$ cat src/rtl/hilo_pkg.sv
package hilo_pkg;

    typedef enum logic [3:0] {
        K_NONE,
        K_MFHI,
        K_MTHI,
        K_MFLO,
        K_MTLO,
        K_MULT,
        K_MULTU,
        K_DIV,
        K_DIVU,
        K_MADD,
        K_MADDU,
        K_MSUB,
        K_MSUBU,
        K_MUL
    } hl_kind_e;

    // Map group select and function field onto an internal operation kind
    function automatic hl_kind_e hl_decode(input logic sp2, input logic [5:0] fn);
        hl_kind_e k;
        k = K_NONE;
        if (!sp2) begin
            case (fn)
                6'h10:   k = K_MFHI;
                6'h11:   k = K_MTHI;
                6'h12:   k = K_MFLO;
                6'h13:   k = K_MTLO;
                6'h18:   k = K_MULT;
                6'h19:   k = K_MULTU;
                6'h1A:   k = K_DIV;
                6'h1B:   k = K_DIVU;
                default: k = K_NONE;
            endcase
        end else begin
            case (fn)
                6'h00:   k = K_MADD;
                6'h01:   k = K_MADDU;
                6'h02:   k = K_MUL;
                6'h04:   k = K_MSUB;
                6'h05:   k = K_MSUBU;
                default: k = K_NONE;
            endcase
        end
        return k;
    endfunction

endpackage

$ cat src/rtl/hilo_mul_seq.sv
module hilo_mul_seq #(
    parameter int DW  = 32,
    parameter int LAT = 3
) (
    input  logic            clk,
    input  logic            rst_n,
    input  logic            start,
    input  logic            sgn,
    input  logic [DW-1:0]   a,
    input  logic [DW-1:0]   b,
    output logic            done,
    output logic [2*DW-1:0] prod
);
    localparam int PW = 2 * DW;
    localparam int CW = (LAT > 1) ? $clog2(LAT) : 1;
    localparam logic [CW-1:0] LAST = CW'(LAT - 1);

    typedef struct packed {
        logic          active;
        logic [CW-1:0] cnt;
        logic          sgn;
        logic [DW-1:0] a;
        logic [DW-1:0] b;
    } mul_st_t;

    mul_st_t q, d;
    logic [PW-1:0] ax, bx;

    always_comb begin
        d = q;
        if (start) begin
            d.active = 1'b1;
            d.cnt    = '0;
            d.sgn    = sgn;
            d.a      = a;
            d.b      = b;
        end else if (q.active) begin
            if (q.cnt == LAST) d.active = 1'b0;
            else               d.cnt    = q.cnt + 1'b1;
        end
    end

    // Operand extension to full product width: low 2*DW bits are exact
    always_comb begin
        ax   = {{DW{q.sgn & q.a[DW-1]}}, q.a};
        bx   = {{DW{q.sgn & q.b[DW-1]}}, q.b};
        prod = ax * bx;
        done = q.active && (q.cnt == LAST);
    end

    always_ff @(posedge clk or negedge rst_n) begin
        if (!rst_n) q <= '0;
        else        q <= d;
    end

    // completion is a single pulse per operation
    a_r2_done_pulse: assert property (@(posedge clk) disable iff (!rst_n)
        done |=> !done);

endmodule

$ cat src/rtl/hilo_div_seq.sv
module hilo_div_seq #(
    parameter int DW = 32
) (
    input  logic          clk,
    input  logic          rst_n,
    input  logic          start,
    input  logic          sgn,
    input  logic [DW-1:0] a,
    input  logic [DW-1:0] b,
    output logic          done,
    output logic [DW-1:0] quo,
    output logic [DW-1:0] rem
);
    localparam int CW = $clog2(DW);
    localparam logic [CW-1:0] LAST = CW'(DW - 1);

    typedef struct packed {
        logic          active;
        logic          done;
        logic [CW-1:0] cnt;
        logic [DW-1:0] rem;
        logic [DW-1:0] quo;
        logic [DW-1:0] dvs;
        logic [DW-1:0] orig;
        logic          neg_q;
        logic          neg_r;
        logic          zero;
    } div_st_t;

    div_st_t q, d;
    logic [DW:0] sh, diff;

    always_comb begin
        d      = q;
        d.done = 1'b0;
        sh     = {q.rem, q.quo[DW-1]};
        diff   = sh - {1'b0, q.dvs};
        if (start) begin
            d.active = 1'b1;
            d.cnt    = '0;
            d.rem    = '0;
            d.quo    = (sgn && a[DW-1]) ? (~a + 1'b1) : a;
            d.dvs    = (sgn && b[DW-1]) ? (~b + 1'b1) : b;
            d.orig   = a;
            d.neg_q  = sgn && (a[DW-1] ^ b[DW-1]);
            d.neg_r  = sgn && a[DW-1];
            d.zero   = (b == '0);
        end else if (q.active) begin
            // Restoring step: one quotient bit per clock
            if (!diff[DW]) begin
                d.rem = diff[DW-1:0];
                d.quo = {q.quo[DW-2:0], 1'b1};
            end else begin
                d.rem = sh[DW-1:0];
                d.quo = {q.quo[DW-2:0], 1'b0};
            end
            if (q.cnt == LAST) begin
                d.active = 1'b0;
                d.done   = 1'b1;
            end else begin
                d.cnt = q.cnt + 1'b1;
            end
        end
    end

    always_comb begin
        done = q.done;
        if (q.zero) begin
            quo = '1;
            rem = q.orig;
        end else begin
            quo = q.neg_q ? (~q.quo + 1'b1) : q.quo;
            rem = q.neg_r ? (~q.rem + 1'b1) : q.rem;
        end
    end

    always_ff @(posedge clk or negedge rst_n) begin
        if (!rst_n) q <= '0;
        else        q <= d;
    end

    // completion arrives once and iteration never runs past the last bit
    a_r3_done_once: assert property (@(posedge clk) disable iff (!rst_n)
        q.done |=> !q.done);
    a_r3_no_iter_after_done: assert property (@(posedge clk) disable iff (!rst_n)
        q.done |-> !q.active);

endmodule

$ cat src/rtl/hilo_muldiv_unit.sv
module hilo_muldiv_unit
    import hilo_pkg::*;
#(
    parameter int DATA_W  = 32,
    parameter int MUL_LAT = 3
) (
    input  logic              clk,
    input  logic              rst_n,
    input  logic              start,
    input  logic              sp2,
    input  logic [5:0]        funct,
    input  logic [DATA_W-1:0] rs,
    input  logic [DATA_W-1:0] rt,
    output logic              busy,
    output logic              rd_valid,
    output logic [DATA_W-1:0] rd_data
);
    localparam int DW = DATA_W;
    localparam int AW = 2 * DATA_W;

    typedef struct packed {
        logic [DW-1:0] hi;
        logic [DW-1:0] lo;
        logic          busy;
        hl_kind_e      kind;
        logic          pend;
        logic          pend_hi;
        logic          rd_valid;
        logic [DW-1:0] rd_data;
    } top_st_t;

    top_st_t q, d;

    hl_kind_e      kind_in;
    logic          accept, is_read, late_rd, pend_now, pend_hi_now;
    logic          mul_go, div_go, mul_sgn, div_sgn, fin;
    logic          mul_done, div_done;
    logic [AW-1:0] mul_prod, accv, res64;
    logic [DW-1:0] div_quo, div_rem;

    hilo_mul_seq #(.DW(DW), .LAT(MUL_LAT)) u_mul (
        .clk   (clk),
        .rst_n (rst_n),
        .start (mul_go),
        .sgn   (mul_sgn),
        .a     (rs),
        .b     (rt),
        .done  (mul_done),
        .prod  (mul_prod)
    );

    hilo_div_seq #(.DW(DW)) u_div (
        .clk   (clk),
        .rst_n (rst_n),
        .start (div_go),
        .sgn   (div_sgn),
        .a     (rs),
        .b     (rt),
        .done  (div_done),
        .quo   (div_quo),
        .rem   (div_rem)
    );

    // Request decode and engine launch
    always_comb begin
        kind_in     = hl_decode(sp2, funct);
        accept      = start && !q.busy;
        is_read     = (kind_in == K_MFHI) || (kind_in == K_MFLO);
        mul_go      = accept && (kind_in inside {K_MULT, K_MULTU, K_MADD, K_MADDU,
                                                 K_MSUB, K_MSUBU, K_MUL});
        div_go      = accept && (kind_in inside {K_DIV, K_DIVU});
        mul_sgn     = kind_in inside {K_MULT, K_MADD, K_MSUB, K_MUL};
        div_sgn     = (kind_in == K_DIV);
        fin         = mul_done || div_done;
        late_rd     = start && q.busy && is_read && !q.pend;
        pend_now    = q.pend || late_rd;
        pend_hi_now = q.pend ? q.pend_hi : (kind_in == K_MFHI);
    end

    // Result of the operation in flight, against the current accumulator
    always_comb begin
        accv  = {q.hi, q.lo};
        res64 = accv;
        case (q.kind)
            K_MULT, K_MULTU: res64 = mul_prod;
            K_MADD, K_MADDU: res64 = accv + mul_prod;
            K_MSUB, K_MSUBU: res64 = accv - mul_prod;
            K_DIV, K_DIVU:   res64 = {div_rem, div_quo};
            default:         res64 = accv;
        endcase
    end

    always_comb begin
        d          = q;
        d.rd_valid = 1'b0;
        if (accept) begin
            case (kind_in)
                K_MTHI: d.hi = rs;
                K_MTLO: d.lo = rs;
                K_MFHI: begin
                    d.rd_valid = 1'b1;
                    d.rd_data  = q.hi;
                end
                K_MFLO: begin
                    d.rd_valid = 1'b1;
                    d.rd_data  = q.lo;
                end
                K_NONE: d = d;
                default: begin
                    d.busy = 1'b1;
                    d.kind = kind_in;
                end
            endcase
        end else if (q.busy) begin
            if (late_rd) begin
                d.pend    = 1'b1;
                d.pend_hi = (kind_in == K_MFHI);
            end
            if (fin) begin
                if (q.kind == K_MUL) begin
                    // Product low word takes the port; a held read follows next cycle
                    d.rd_valid = 1'b1;
                    d.rd_data  = mul_prod[DW-1:0];
                    d.kind     = K_NONE;
                    d.busy     = pend_now;
                end else begin
                    d.hi   = res64[AW-1:DW];
                    d.lo   = res64[DW-1:0];
                    d.busy = 1'b0;
                    d.pend = 1'b0;
                    if (pend_now) begin
                        d.rd_valid = 1'b1;
                        d.rd_data  = pend_hi_now ? res64[AW-1:DW] : res64[DW-1:0];
                    end
                end
            end else if (q.kind == K_NONE) begin
                d.busy     = 1'b0;
                d.pend     = 1'b0;
                d.rd_valid = 1'b1;
                d.rd_data  = q.pend_hi ? q.hi : q.lo;
            end
        end
    end

    always_ff @(posedge clk or negedge rst_n) begin
        if (!rst_n) q <= '0;
        else        q <= d;
    end

    assign busy     = q.busy;
    assign rd_valid = q.rd_valid;
    assign rd_data  = q.rd_data;

    // accumulator frozen while busy, except at the completing edge
    a_r10_hold_while_busy: assert property (@(posedge clk) disable iff (!rst_n)
        (q.busy && !fin) |=> ($stable(q.hi) && $stable(q.lo)));

    // the three-operand multiply never writes HI or LO
    a_r8_mul_keeps_hilo: assert property (@(posedge clk) disable iff (!rst_n)
        (q.busy && q.kind == K_MUL) |=> ($stable(q.hi) && $stable(q.lo)));

    // a held read only exists while an operation is outstanding
    a_r9_pend_only_busy: assert property (@(posedge clk) disable iff (!rst_n)
        q.pend |-> q.busy);

    // the two engines never complete in the same cycle
    a_r2_one_engine: assert property (@(posedge clk) disable iff (!rst_n)
        !(mul_done && div_done));

endmodule

$ cat config.mk
export PLATFORM = sky130hd
export DESIGN_NAME = hilo_muldiv_unit
export DESIGN_NICKNAME = d
export VERILOG_FILES = /design/src/rtl/hilo_pkg.sv /design/src/rtl/hilo_mul_seq.sv /design/src/rtl/hilo_div_seq.sv /design/src/rtl/hilo_muldiv_unit.sv
export SDC_FILE = /design/constraint.sdc
export NUM_CORES = 2
export LEC_CHECK = 0
export ABC_AREA = 1
export CORE_ASPECT_RATIO = 1.5
export CORE_MARGIN = 1.5
export CORE_UTILIZATION = 48
export CTS_CLUSTER_DIAMETER = 50
export DETAILED_ROUTE_END_ITERATION = 12
export HOLD_SLACK_MARGIN = 0.12
export SETUP_SLACK_MARGIN = 0.15
export SYNTH_ARGS = -nofsm -noshare
export SYNTH_HDL_FRONTEND = slang
export SYNTH_HIERARCHICAL = 1
export SYNTH_SLANG_ARGS = --single-unit
export TNS_END_PERCENT = 5
$ cat constraint.sdc
create_clock -name clk -period 15 [get_ports clk]
set_clock_uncertainty 0.05 [all_clocks]
set_input_delay 2.25 -clock clk [delete_from_list [all_inputs] [get_ports clk]]
set_output_delay 2.25 -clock clk [all_outputs]
set_load 0.005 [all_outputs]
# After elaboration in Yosys (flattened, before gate mapping)
# Memory sizes are Yosys's and may differ from the RTL's.
# Cells that the tools add are included.
# W data, S select, Z words.
# op_classes
bitwise_logic	8
mul	1
addsub	9
n_reduce_logical	41
mux	45
n_eq_ne	36
# ops
operator	n
$mux W32	10
$pmux W64 S4	1
$mux W104	2
$mux W64	3
$mux W33	4
$add A32 B1 Y32 const B	4
$not A32 Y32	4
$mux W71	1
$mux W69	1
$pmux W33 S2	1
$add A64 B64 Y64	1
$mul A33 B33 Y64	1
$sub A64 B64 Y64	1
$eq A4 B4 Y1 const B	12
$sub A33 B32 Y33	1
$logic_not A32 Y1	1
$eq A4 B3 Y1 const B	7
$pmux W4 S5	1
$mux W4	4
$reduce_and A4 Y1	4
$eq A6 B3 Y1 const B	2
$reduce_bool A2 Y1	6
$logic_and A1 B1 Y1	10
$mux W1	10
29 further kinds	48
# word_totals
inputBits	74
out_inout_bits	34
romBits	128
elab_cells	164
register_bits	310
n_memories	1
# memory_table
memory	depth	width	rd	rd_ports_with_merged_regs	write_ports	line	text
(name not given)	32	4	1	0	0	hilo_pkg.sv:25	case (fn)

# Longest topological paths before layout
# logic_depth
depth_word	13
mapped_depth	62

# Hierarchy
# The synthesis kept the hierarchy.
# by_module_without_submodules
module	n_inst	area_each_um2	cells_per_inst
hilo_mul_seq	1	42637.1	5395
hilo_muldiv_unit	1	16294.4	3008
hilo_div_seq	1	12634.6	2079

# Least setup slack after synthesis
# Ideal clock, no wire load.
# synth_timing
path_type	register to register
startpoint	reg u_mul.q (netlist bit u_mul/ax[31])
endpoint	reg q (netlist bit rd_data[31])
period_less_slack_ps	9756
setup_ps	124
required_ps	14826
n_path_buf	2
path_stages_with_launch	46
setup_slack_ps	5244
arrival_time_ps	9582
path_cell_list	dfrtp_1 -> clkbuf_1 -> nand2_1 -> clkbuf_1 -> nor2_1 -> fa_1 -> fa_1 -> fa_1 -> inv_1 -> fa_1 -> inv_1 -> fa_1 -> fa_1 -> inv_1 -> fa_1 -> inv_1 -> fa_1 -> ha_1 -> [... 10 more ...] -> nand2_1 -> xor2_1 -> ha_1 -> nand2_1 -> nor2_1 -> nand2_1 -> nor3_1 -> nand2_1 -> nand2_1 -> nand2_1 -> nand3_1 -> nand2_1 -> nand2_1 -> nand2_1 -> nand2_1 -> nand2_1 -> nand2_1 -> nand3_1
# synth_between
elab_chain_cells	10
word_cells_on_any_way	11
classes_between	2 x add/sub; 1 x mul; 7 x mux; 1 x bitwise
# synth_rtl
element	line	text
from (decl)	hilo_mul_seq.sv:26	mul_st_t q, d;
from (signal assigned)	hilo_mul_seq.sv:52	if (!rst_n) q <= '0;
from (signal assigned)	hilo_mul_seq.sv:53	else q <= d;
$and A1 B1 Y1	hilo_mul_seq.sv:45	ax = {{DW{q.sgn & q.a[DW-1]}}, q.a};
$mul A33 B33 Y64 *	hilo_mul_seq.sv:47	prod = ax * bx;
net mul_prod[52]	hilo_muldiv_unit.sv:38	logic [AW-1:0] mul_prod, accv, res64;
$sub A64 B64 Y64 / $add A64 B64 Y64 (equally long branches)	hilo_muldiv_unit.sv:87, hilo_muldiv_unit.sv:86	
$pmux W64 S4 *	hilo_muldiv_unit.sv:84	case (q.kind)
$mux W32 *	hilo_muldiv_unit.sv:133	d.rd_data = pend_hi_now ? res64[AW-1:DW] : res64[DW-1:0];
$mux W33 *	hilo_muldiv_unit.sv:131	if (pend_now) begin
$mux W33 *	hilo_muldiv_unit.sv:120	if (q.kind == K_MUL) begin
$mux W33 *	hilo_muldiv_unit.sv:119	if (fin) begin
$mux W104 *	hilo_muldiv_unit.sv:114	end else if (q.busy) begin
$mux W104 *	hilo_muldiv_unit.sv:96	if (accept) begin
to (signal assigned)	hilo_muldiv_unit.sv:146	if (!rst_n) q <= '0;
to (signal assigned)	hilo_muldiv_unit.sv:147	else q <= d;
to (decl)	hilo_muldiv_unit.sv:32	top_st_t q, d;
# Mark *: on every way through the listed nets, which the timed path passes. The rest lies on a longest branch. The select of a mux whose other input is x is not followed.
# A chain may end at the register's enable or synchronous reset.

# Worst setup path in the final report
# layout_timing
startpoint	reg u_mul.q (netlist bit u_mul/bx[3])
endpoint	reg q (netlist bit rd_data[31])
# layout_between
elab_chain_cells	9
word_cells_on_any_way	10
classes_between	2 x add/sub; 1 x mul; 7 x mux
# layout_rtl
element	line
$mul A33 B33 Y64 *	hilo_mul_seq.sv:47
net mul_prod[54]	hilo_muldiv_unit.sv:38
$sub A64 B64 Y64 / $add A64 B64 Y64 (equally long branches)	hilo_muldiv_unit.sv:87, hilo_muldiv_unit.sv:86
$pmux W64 S4 *	hilo_muldiv_unit.sv:84
$mux W32 *	hilo_muldiv_unit.sv:133
$mux W33 *	hilo_muldiv_unit.sv:131
$mux W33 *	hilo_muldiv_unit.sv:120
$mux W33 *	hilo_muldiv_unit.sv:119
$mux W104 *	hilo_muldiv_unit.sv:114
$mux W104 *	hilo_muldiv_unit.sv:96
# Marks and branches as above.

==> run_results.csv <==
group,metric,value,unit
status,status,"finished, violations left",
status,violations,"slew limit",
floorplan,dieArea,151000,µm²
floorplan,die_w,318,µm
sta,max-slew-margin-rel,-1.37,%
global_route,grt_pass1_vias,70900,
final_layout,utilization,51.3,%
global_route,overflow,0,
clock_tree,clockRootBuffer,"clkbuf_16",
critical_path,r2r_setup_slack,1.53,ns
synthesis,avgSynthCellArea,6.83,µm²
sta,worstMarginPinSlew,1.52,ns
critical_path,start_kind,"register",
global_route,antenna_found_initial,7,
final_layout,fin_nets,11800,
sta,fin_crit,13.47,ns
placed_design,port_buffers,107,
sta,hold_slack,0.425,ns
sta,period_share,89.8,%
floorplan,io_pins,108,
synthesis,ys_seq_area_share,10.8,%
floorplan,start_util,48.3,%
route,via_per_inst,5.57,
route,avgRoutedWirePerCell,24.8,µm
clock_tree,h-tree-depth,2,
critical_path,max_stage_delay,1.20,ns
hold_path,min_path_type,"reg2reg",
clock_tree,numCtsBuffers,53,
route,vias,68500,
synthesis,synth_warnings,6,
synthesis,synth_ff_type,"dfrtp_1",
sta,maxSlewViolCount,2,
clock_tree,clock_path_buffers,3,
final_layout,fill_cells,15100,
synthesis,ys_ff_latch,310,
sta,final_hold_viol_count,0,
route,drt-pass1-iter-count,11,
final_layout,layout_commonest_cell,"nand2_1",
clock_tree,clock-sinks,310,
route,drc_errors,0,
sta,rsz0062_at_grt,"no",
floorplan,core_area,148000,µm²
synthesis,synth_nets,12000,
critical_path,cp.arrival,13.93,ns
global_route,grt_max_degree,151,
final_layout,syn2layout_area_growth,6.22,%
clock_tree,cts_tree,"built",
route,ant_nets,0,
synthesis,synth_async_sr_flop_share,100,%
sta,max_freq,74.3,MHz
global_route,gr-usage-all-layers,40.5,%
route,drt_first_iter_violations,6104,
critical_path,worst_path_most_repeated_cell,"nand2_1",
placed_design,dp_hpwl,254000,µm
final_layout,most-common-layout-cells,"3183 x nand2_1, 2473 x inv_1, 1127 x fa_1, 665 x nor2_1, 474 x nand3_1",
synthesis,synth.distinct_cells,65,
synthesis,synth_edf_count,0,
clock_tree,clk_pin_slew_worst_paths,0.06,ns
global_route,grt_pass1_wl,450000,µm
clock_tree,clk_latency,0.70,ns
critical_path,critPathKind,"reg2reg",
critical_path,cp.required,15.47,ns
placed_design,place.gp.congestion,1.10,
synthesis,yosys-top-cells-area,"fa_1 32%, nand2_1 17%, inv_1 13%",
sta,setup_viol,0,
job,maxCapViolations,0,
final_layout,drive_gt1_share,4.03,%
sta,tns,0,ns
synthesis,syn_area,71600,µm²
synthesis,synthCells,10500,
critical_path,cp_max_fo,20,
critical_path,cp-end-kind,"register",
clock_tree,cts_hold_buf,0,
clock_tree,cts_setup_buffers,0,
synthesis,synth_top_area_share,31.5,%
critical_path,cp_slowest_cell,"fa_1",
clock_tree,ctsResizeCount,0,
floorplan,fp.dieH,476,µm
route,routed_wirelength,305000,µm
synthesis,synth_top_area_cell,"fa_1",
floorplan,rows,173,
## worst max-delay path, delay by kind of cell (launching register included)
family / cells / cell delay [ns]
xor+xnor: 1 / 0.53
buf+inv: 9 / 1.35
flops: 1 / 0.87
simple gates: 27 / 4.37
fa+ha+maj: 10 / 5.66
compound gates: 3 / 0.43
## cells in the mapped netlist, types with 34 or more instances
cell type / n
dfrtp_1: 310
nor3_1: 62
inv_1: 2475
a221oi_1: 39
nand2_1: 3183
nand3_1: 474
buf_4: 40
nand3b_1: 50
clkbuf_1: 362
o21ai_0: 401
a21oi_1: 275
ha_1: 320
xor2_1: 119
nand4_1: 69
fa_1: 1127
o22ai_1: 36
buf_2: 40
a31oi_1: 66
nor2_1: 671
nand2_2: 36
o21bai_1: 34
## registers in the layout, summed over array words and instances (netlist names)
register    flops
accv           64
busy            1
q               6
rd_data        32
rd_valid        1
u_div/done      1
u_div/q       137
u_mul/ax       32
u_mul/bx       32
u_mul/q         4
## stage by stage
step / cell area (µm²) / instances / setup WS (ns)
after global placement: 74200 / 12200 / 1.60
after global routing: 76000 / 12300 / 0.946
after detailed placement: 74200 / 12200 / 1.63
final: 76000 / 12300 / 1.53
after CTS: 76000 / 12300 / 1.63
after floorplan: 71600 / 10500 / 5.24
## worst paths after layout
path	startpoint	end	depth (start not counted)
min reg2reg	u_mul/bx[30]	u_mul/bx[30]	2
max reg2reg	u_mul/bx[3]	rd_data[31]	50
min	u_mul/bx[30]	u_mul/bx[30]	2
max in group asynchronous	rst_n	u_mul/bx[11]	2
min in group asynchronous	rst_n	accv[36]	1
max	u_mul/bx[3]	rd_data[31]	50
## logic make-up (layout without fill, tap and decap cells)
kind of cell | Yosys count | after routing | synth area share (%)
other cells | 0 | 5 | 0
compound gates | 952 | 952 | 7.58
fa+ha+maj | 1447 | 1447 | 37.1
simple gates | 4658 | 4658 | 26.7
xor+xnor | 148 | 148 | 1.81
buf+inv | 2967 | 2845 | 15.9
flops | 310 | 310 | 10.8
## layer usage
| metal | track usage, % | share of wire (%) | wire (µm) | vias up |
|---|---|---|---|---|
| li1 | - | - | - | 30700 |
| met1 | 43.6 | 34 | 105000 | 33500 |
| met2 | 71.4 | 49 | 150000 | 3118 |
| met3 | 5.56 | 6.4 | 19400 | 1096 |
| met4 | 32.4 | 9.9 | 30100 | 2 |
| met5 | 0 | 0.0043 | 13 | - |
## final cells by class
cell class                      count  area, µm²  area share [%]
Antenna cell                        5       12.5          0.0165
Clock buffer                       61       1400            1.84
Clock inverter                     39        423           0.556
Inverter                         2499       9380            12.3
Multi-Input combinational cell   7205      52500            69.0
Sequential cell                   310       7760            10.2
Tap cell                         1925       2410            3.17
Timing Repair Buffer              246       2150            2.83
Power is left out: the tool's default activity adds up to more than one toggle a clock period on the data nets, which glitch-free logic cannot reach.
